File: src/rtl/flash_pe_pkg.sv
package flash_pe_pkg;

    // Control bit positions inside the control register write data.
    localparam int BIT_ARM   = 0;
    localparam int BIT_ERASE = 1;
    localparam int BIT_PUMP  = 2;
    localparam int CTL_BITS  = 3;

    typedef struct packed {
        logic arm;
        logic erase;
        logic pump;
        logic valid;
    } pe_ctl_t;

    localparam pe_ctl_t CTL_RESET = '{arm: 1'b0, erase: 1'b0, pump: 1'b0, valid: 1'b0};

endpackage

File: src/rtl/flash_pe_addr_dec.sv
module flash_pe_addr_dec #(
    parameter int          AW        = 8,
    parameter logic [AW-1:0] ARR_BASE  = 8'h40,
    parameter logic [AW-1:0] ARR_LAST  = 8'hBF,
    parameter logic [AW-1:0] CTRL_ADDR = 8'h10
) (
    input  logic [AW-1:0] addr,
    output logic          hit_arr,
    output logic          hit_ctl
);

    logic above_base;

    // A zero base needs no lower compare; pick the variant at elaboration.
    generate
        if (ARR_BASE == '0) begin : g_base_zero
            assign above_base = 1'b1;
        end else begin : g_base_cmp
            assign above_base = (addr >= ARR_BASE);
        end
    endgenerate

    assign hit_arr = above_base && (addr <= ARR_LAST);
    assign hit_ctl = (addr == CTRL_ADDR);

endmodule

File: src/rtl/flash_pe_ctl_next.sv
module flash_pe_ctl_next
    import flash_pe_pkg::*;
(
    input  pe_ctl_t                cur,
    input  logic                   ctl_wr,
    input  logic [CTL_BITS-1:0]    wbits,
    input  logic                   capture,
    output pe_ctl_t                nxt
);

    logic arm_new;

    always_comb begin
        nxt     = cur;
        arm_new = cur.arm;

        if (ctl_wr) begin
            // Arm and mode are frozen while the pump was on before this write.
            if (!cur.pump) begin
                arm_new   = wbits[BIT_ARM];
                nxt.erase = wbits[BIT_ERASE];
            end
            nxt.arm = arm_new;

            // The pump may always be dropped; raising it needs a prior
            // capture and an arm bit that survives this write.
            if (!wbits[BIT_PUMP]) begin
                nxt.pump = 1'b0;
            end else if (cur.valid && arm_new) begin
                nxt.pump = 1'b1;
            end

            if (!arm_new) begin
                nxt.valid = 1'b0;
            end
        end else if (capture) begin
            nxt.valid = 1'b1;
        end
    end

endmodule

File: src/rtl/flash_pe_hold.sv
module flash_pe_hold #(
    parameter int AW = 8,
    parameter int DW = 8
) (
    input  logic          capture,
    input  logic [AW-1:0] wr_addr,
    input  logic [DW-1:0] wr_data,
    input  logic [AW-1:0] addr_cur,
    input  logic [DW-1:0] data_cur,
    output logic [AW-1:0] addr_nxt,
    output logic [DW-1:0] data_nxt
);

    always_comb begin
        addr_nxt = addr_cur;
        data_nxt = data_cur;
        if (capture) begin
            addr_nxt = wr_addr;
            data_nxt = wr_data;
        end
    end

endmodule

File: src/rtl/flash_pe_ctl.sv
module flash_pe_ctl
    import flash_pe_pkg::*;
#(
    parameter int            AW        = 8,
    parameter int            DW        = 8,
    parameter logic [AW-1:0] ARR_BASE  = 8'h40,
    parameter logic [AW-1:0] ARR_LAST  = 8'hBF,
    parameter logic [AW-1:0] CTRL_ADDR = 8'h10
) (
    input  logic          clk,
    input  logic          rst_n,
    input  logic          bus_wr,
    input  logic [AW-1:0] bus_addr,
    input  logic [DW-1:0] bus_wdata,
    output logic          arm_o,
    output logic          erase_o,
    output logic          pump_en_o,
    output logic          cap_valid_o,
    output logic [AW-1:0] cap_addr_o,
    output logic [DW-1:0] cap_data_o
);

    localparam int WB = (DW < CTL_BITS) ? DW : CTL_BITS;

    typedef struct packed {
        pe_ctl_t       ctl;
        logic [AW-1:0] addr;
        logic [DW-1:0] data;
    } pe_state_t;

    pe_state_t state_d, state_q;

    logic                hit_arr, hit_ctl;
    logic                ctl_wr, capture;
    logic [CTL_BITS-1:0] wbits;
    pe_ctl_t             ctl_nxt;
    logic [AW-1:0]       addr_nxt;
    logic [DW-1:0]       data_nxt;

    flash_pe_addr_dec #(
        .AW(AW), .ARR_BASE(ARR_BASE), .ARR_LAST(ARR_LAST), .CTRL_ADDR(CTRL_ADDR)
    ) dec_i (
        .addr    (bus_addr),
        .hit_arr (hit_arr),
        .hit_ctl (hit_ctl)
    );

    always_comb begin
        wbits          = '0;
        wbits[WB-1:0]  = bus_wdata[WB-1:0];
        ctl_wr         = bus_wr && hit_ctl;
        capture        = bus_wr && hit_arr && state_q.ctl.arm && !state_q.ctl.valid;
    end

    flash_pe_ctl_next ctl_i (
        .cur     (state_q.ctl),
        .ctl_wr  (ctl_wr),
        .wbits   (wbits),
        .capture (capture),
        .nxt     (ctl_nxt)
    );

    flash_pe_hold #(.AW(AW), .DW(DW)) hold_i (
        .capture  (capture),
        .wr_addr  (bus_addr),
        .wr_data  (bus_wdata),
        .addr_cur (state_q.addr),
        .data_cur (state_q.data),
        .addr_nxt (addr_nxt),
        .data_nxt (data_nxt)
    );

    always_comb begin
        state_d.ctl  = ctl_nxt;
        state_d.addr = addr_nxt;
        state_d.data = data_nxt;
        if (!rst_n) begin
            state_d.ctl  = CTL_RESET;
            state_d.addr = '0;
            state_d.data = '0;
        end
    end

    always_ff @(posedge clk) begin
        state_q <= state_d;
    end

    assign arm_o       = state_q.ctl.arm;
    assign erase_o     = state_q.ctl.erase;
    assign pump_en_o   = state_q.ctl.pump;
    assign cap_valid_o = state_q.ctl.valid;
    assign cap_addr_o  = state_q.addr;
    assign cap_data_o  = state_q.data;

endmodule

File: config.mk
export PLATFORM = sky130hd
export DESIGN_NAME = flash_pe_ctl
export DESIGN_NICKNAME = d
export VERILOG_FILES = /design/src/rtl/flash_pe_pkg.sv /design/src/rtl/flash_pe_addr_dec.sv /design/src/rtl/flash_pe_ctl_next.sv /design/src/rtl/flash_pe_hold.sv /design/src/rtl/flash_pe_ctl.sv
export SDC_FILE = /design/constraint.sdc
export NUM_CORES = 1
export LEC_CHECK = 0
export BUFFER_PORTS_ARGS = -buffer_cell sky130_fd_sc_hd__buf_2
export CORE_MARGIN = 2
export CORE_UTILIZATION = 47
export DETAILED_ROUTE_END_ITERATION = 12
export HOLD_SLACK_MARGIN = 0.15
export PLACE_DENSITY = 0.78
export SETUP_SLACK_MARGIN = 0.1
export SLEW_MARGIN = 25
export SYNTH_ARGS = -nofsm -noshare
export SYNTH_HDL_FRONTEND = slang
export SYNTH_SLANG_ARGS = --single-unit
File: constraint.sdc
create_clock -name clk -period 2 [get_ports clk]
set_input_delay 0.3 -clock clk [delete_from_list [all_inputs] [get_ports clk]]
set_output_delay 0.3 -clock clk [all_outputs]
set_load 0.005 [all_outputs]
# --- After elaboration in Yosys (flattened, before gate mapping) ---
# Index checks and enable logic that the tools add are counted.
word_totals:
  ff_bits: 20
op_classes:
  n_lt_le_gt_ge: 2
  n_eq_ne: 3
  muxes: 7
  n_bitwise: 1
  reduce_logical: 11
op_table:
  columns: ["op", "count"]
  rows:
  - ["equality test 8 x 5 -> 1 bit (second input constant)", 1]
  - ["greater-or-equal comparator 8 x 7 -> 1 bit (second input constant)", 1]
  - ["less-or-equal comparator 8 bit (second input constant)", 1]
  - ["two-way mux 1 bit", 7]
  - ["logical AND 1 bit", 6]
  - ["AND reduction 2 bit", 3]
  - ["inequality test 2 x 1 -> 1 bit (second input constant)", 1]
  - ["inequality test 2 bit (second input constant)", 1]
  - ["nonzero test 2 bit", 1]
  - ["zero test 1 bit", 1]
  - ["NOT 1 bit", 1]

# --- Logic depth before layout (Yosys ltp) ---
logic_depth:
  ltp_word: 7
  ltp_mapped: 7
  ltp_nobuf: 5

# --- Cells and area by module ---
# A second synthesis with hierarchy kept.
hier_totals:
  cells_unflattened: 78
  area_unflattened_um2: 950.9
modules_own_cells:
  columns: ["mod", "instances", "cells_each", "area_per_inst_um2", "seq_area_each_um2"]
  rows:
  - ["flash_pe_ctl", 1, 44, 578.1, 400.4]
  - ["flash_pe_hold", 1, 18, 249.0, 0.0]
  - ["flash_pe_ctl_next", 1, 10, 85.1, 0.0]
  - ["flash_pe_addr_dec", 1, 6, 38.8, 0.0]

# --- Worst setup path before layout ---
# No wires, ideal clock.
synth_path:
  kind: "input to register"
  start: "in bus_addr[6]"
  end: "reg state_q, in the netlist cap_addr_o[4]"
  setup_ns: 0.076
  t_arrival_ns: 1.304
  t_required_ns: 1.924
  path_slack_ns: 0.620
  path_stages: 6
  path_buffers: 1
  path_cell_list: "inv_1 -> ha_1 -> nand4b_1 -> clkbuf_1 -> nand2_1 -> a21boi_0"
synth_between:
  elab_chain_cells: 5
  elab_cells_between_ends: 6
  classes_between: "2 x order compare; 4 x reduce/logical"
synth_lines:
  columns: ["element", "line", "source"]
  rows:
  - ["start, declared", "flash_pe_ctl.sv:13", "input logic [AW-1:0] bus_addr,"]
  - ["greater-or-equal comparator 8 x 7 -> 1 bit / less-or-equal comparator 8 bit (equally long branches)", "flash_pe_addr_dec.sv:19, flash_pe_addr_dec.sv:23", null]
  - ["logical AND 1 bit (*)", "flash_pe_addr_dec.sv:23", "assign hit_arr = above_base && (addr <= ARR_LAST);"]
  - ["logical AND 1 bit (*) (3 in series)", "flash_pe_ctl.sv:52", "capture = bus_wr && hit_arr && state_q.ctl.arm && !state_q.ctl.valid;"]
  - ["end signal, assigned", "flash_pe_ctl.sv:85", "state_q <= state_d;"]
  - ["end, declared", "flash_pe_ctl.sv:31", "pe_state_t state_d, state_q;"]
# Every way passes the cells marked *; elsewhere a longest branch is shown, timed or not.
# A chain may end at the register's enable or synchronous reset.

# --- Worst setup path in the final report ---
layout_path:
  start: "reg state_q, in the netlist arm_o"
  end: "reg state_q, in the netlist cap_valid_o"
layout_between:
  elab_chain_cells: 4
  elab_cells_between_ends: 7
  classes_between: "1 x eq/ne; 2 x mux; 4 x reduce/logical"
layout_lines:
  columns: ["element", "line"]
  rows:
  - ["two-way mux 1 bit / logical AND 1 bit (equally long branches)", "flash_pe_ctl_next.sv:19, flash_pe_ctl.sv:52"]
  - ["two-way mux 1 bit / logical AND 1 bit (equally long branches)", "flash_pe_ctl_next.sv:17, flash_pe_ctl.sv:52"]
  - ["inequality test 2 bit (no line) / nonzero test 2 bit (equally long branches)", null]
  - ["AND reduction 2 bit (no line) (*)", null]
# Every way passes the cells marked *; elsewhere a longest branch is shown, timed or not. The select of a mux whose other input is x is not followed.

==> results.ini <==
[yosys]
synth_compound_area_frac = 0.180
avgSynthCellArea_um2 = 8.86
synth_fa_ha_area_frac = 0.0150
synth-simple-area-share = 0.254
ys_ff_latch = 20
synth.distinct_cells = 18
synth_top_family_by_area = simple AND/OR/NAND/NOR gates
syn_nets = 114
synth_warnings = 0
yosysSeqAreaShare = 0.480
postSynthCellCount = 94
synth_xor_area_frac = 0
syn-cell-area_um2 = 833
muxShareOfSynthArea = 0.0360

[global_routing]
grt_max_degree = 23
track_usage = 0.187
antenna_found_initial = 0
grt_pass1_vias = 676
globalRouteOverflowTotal = 0
grt_pass1_wl_mm = 2.81

[worst_setup_path]
reg2reg_to = cap_valid_o
r2r_setup_slack_ns = 0.56
r2r_start = arm_o
cp.arrival_ns = 1.66
path_buf_inv = 0
slowest_delay_ns = 0.59
worstSetupPathType = register to register
crit_chain = and4b_1 -> o22ai_1 -> a21boi_0
rr_worst_depth = 3
cp_top_family = simple AND/OR/NAND/NOR gates
crit_slowest_cell = and4b_1
cp-start-kind = register
worstPathMaxFanout = 17
cp-end-kind = register
required_ns = 2.22

[clocking]
htree_levels = 1
cts_buffer_depth = 2
post_cts.repair.setup_buffers = 0
clock_latency_ns = 0.29
cts-root-buf = clkbuf_4
cts_tree = built
clkTransAtPathRegs_ns = 0.10
cts_buffers = 3
cts_sinks = 20
hold_buffers = 0
post_cts_resized = 0

[pwr]
sw_frac_of_total = 0.211
comb_power_share = 0.065
power_density_mw_per_mm2 = 590
ir_drop_mv = 0.373
finalPower_mw = 0.621
intPower_mw = 0.490
pwr-share-clk = 0.294
p_seq_frac = 0.641
p_leak_nw = 0.458
p_switching_mw = 0.131

[floorplanning]
die_x_um = 46.1
initial_core_util = 0.493
die_area_mm2 = 0.00213
num_rows = 15
num_io_pins = 39
coreArea_mm2 = 0.00169
die_y_um = 46.1

[detailed_routing]
drc_errors = 0
wl_mm = 1.70
initialDrtViolationCount = 4
viasPerCell = 5.11
drtAntennaViolNets = 0
first_pass_iters = 4
wire_per_inst_um = 11.5
vias = 756

[place]
finalWeightedCongestion = 0.754
place_hpwl_mm = 1.30
pre_cts_slack_ns = 0.302
portBuffers = 38

[worst_hold_path]
hold_class = input pin to register
holdPathEnd = cap_data_o[7]
min_path_cells = 3
hold_start = bus_wdata[7]

[timing]
report.final.slew_viol_count = 0
layout_setup_ws_ns = 0.565
setup_viol_count_final = 0
min_period_ns = 1.44
rsz0062_at_grt = false
fmax_ghz = 0.697
min_period_over_period = 0.718
worst_slew_pin_slew_ns = 0.563
max_slew_margin = 0.624
holdWs_ns = 0.230
final.setup.tns_ns = 0
skew_ns = 0.000483
finalHoldViolations = 0

[layout]
final_common_cell = buf_2
area_delta_synth_final_pct = 26.4
drive_gt1_frac = 0.344
final_cell_mix = buf_2, nand2_1, dfxtp_1
num_antenna_cells = 0
fin_nets = 153
final_util = 0.624
fillers = 157

[status]
status = completed

[job]
maxCapViolCount = 0

-- per-layer routing --
metal | part of all wire | track usage | up-vias
met5 | 0 | 0 | -
met4 | 0.023 | 0.103 | 0
met3 | 0.053 | 0.0471 | 5
met2 | 0.47 | 0.294 | 25
met1 | 0.46 | 0.231 | 337
li1 | - | - | 389
-- registers in the layout (all words and copies together), names as in the netlist --
register / cells
cap_valid_o: 1
pump_en_o: 1
arm_o: 1
erase_o: 1
cap_data_o: 8
cap_addr_o: 8
-- per-stage QoR --
step                cells  area, um^2
global route          148        1050
CTS                   148        1050
global placement      145        1030
floorplan              94         833
finish                148        1050
detailed placement    145        1030
-- worst max path at each step --
stage / slack [ns] / depth (start not counted) / to / from
global route: 0.38 / 3 / cap_valid_o / arm_o
floorplan: 0.62 / 6 / cap_addr_o[4] / bus_addr[6]
global placement: 0.35 / 6 / cap_valid_o / bus_addr[6]
finish: 0.56 / 3 / cap_valid_o / arm_o
detailed placement: 0.30 / 6 / cap_valid_o / bus_addr[6]
CTS: 0.54 / 3 / cap_valid_o / arm_o
-- layout make-up --
type	instances	area (um^2)	area share
Multi-Input combinational cell	67	404	0.384
Inverter	2	7.51	0.00713
Timing Repair Buffer	39	198	0.188
Sequential cell	20	400	0.380
Clock buffer	3	22.5	0.0214
Tap cell	17	21.3	0.0202
-- cell usage after synthesis --
cell type / instances / area (um^2)
o22ai_1: 1 / 6.26
nor3_4: 1 / 16.3
o31a_1: 1 / 8.76
and4b_1: 1 / 10.0
inv_1: 2 / 7.51
nand4b_1: 2 / 17.5
ha_1: 1 / 12.5
dfxtp_1: 20 / 400
nor4b_2: 1 / 15.0
nand2b_1: 1 / 6.26
buf_2: 2 / 10.0
a21boi_0: 9 / 67.6
mux2i_1: 3 / 30.0
nand2_1: 36 / 135
o21a_1: 1 / 7.51
a21boi_1: 8 / 60.1
or4_4: 1 / 11.3
clkbuf_1: 3 / 11.3
-- worst register-to-register path, stage by stage, from the launching register on --
cell	delay, ns
dfxtp_1	0.43
and4b_1	0.59
o22ai_1	0.15
a21boi_0	0.19
-- power by group through the flow --
stage	sequential [mW]	clock, mW	combinational [mW]
3_5_place_dp	0.407	0	0.0402
4_1_cts	0.398	0.193	0.0403
3_3_place_gp	0.407	0	0.0395
5_1_grt	0.398	0.206	0.0451
6_report	0.398	0.183	0.0401
2_1_floorplan	0.407	0	0.0165
-- logic make-up (layout without fill, tap and decap cells) --
| group | Yosys count | count (layout) |
|---|---|---|
| buffers and inverters | 7 | 44 |
| DFF | 20 | 20 |
| adders and majority gates | 1 | 1 |
| and+or+nand+nor | 43 | 43 |
| muxes | 3 | 3 |
| AOI/OAI and AO/OA | 20 | 20 |
(Power assumes the default switching activity.)
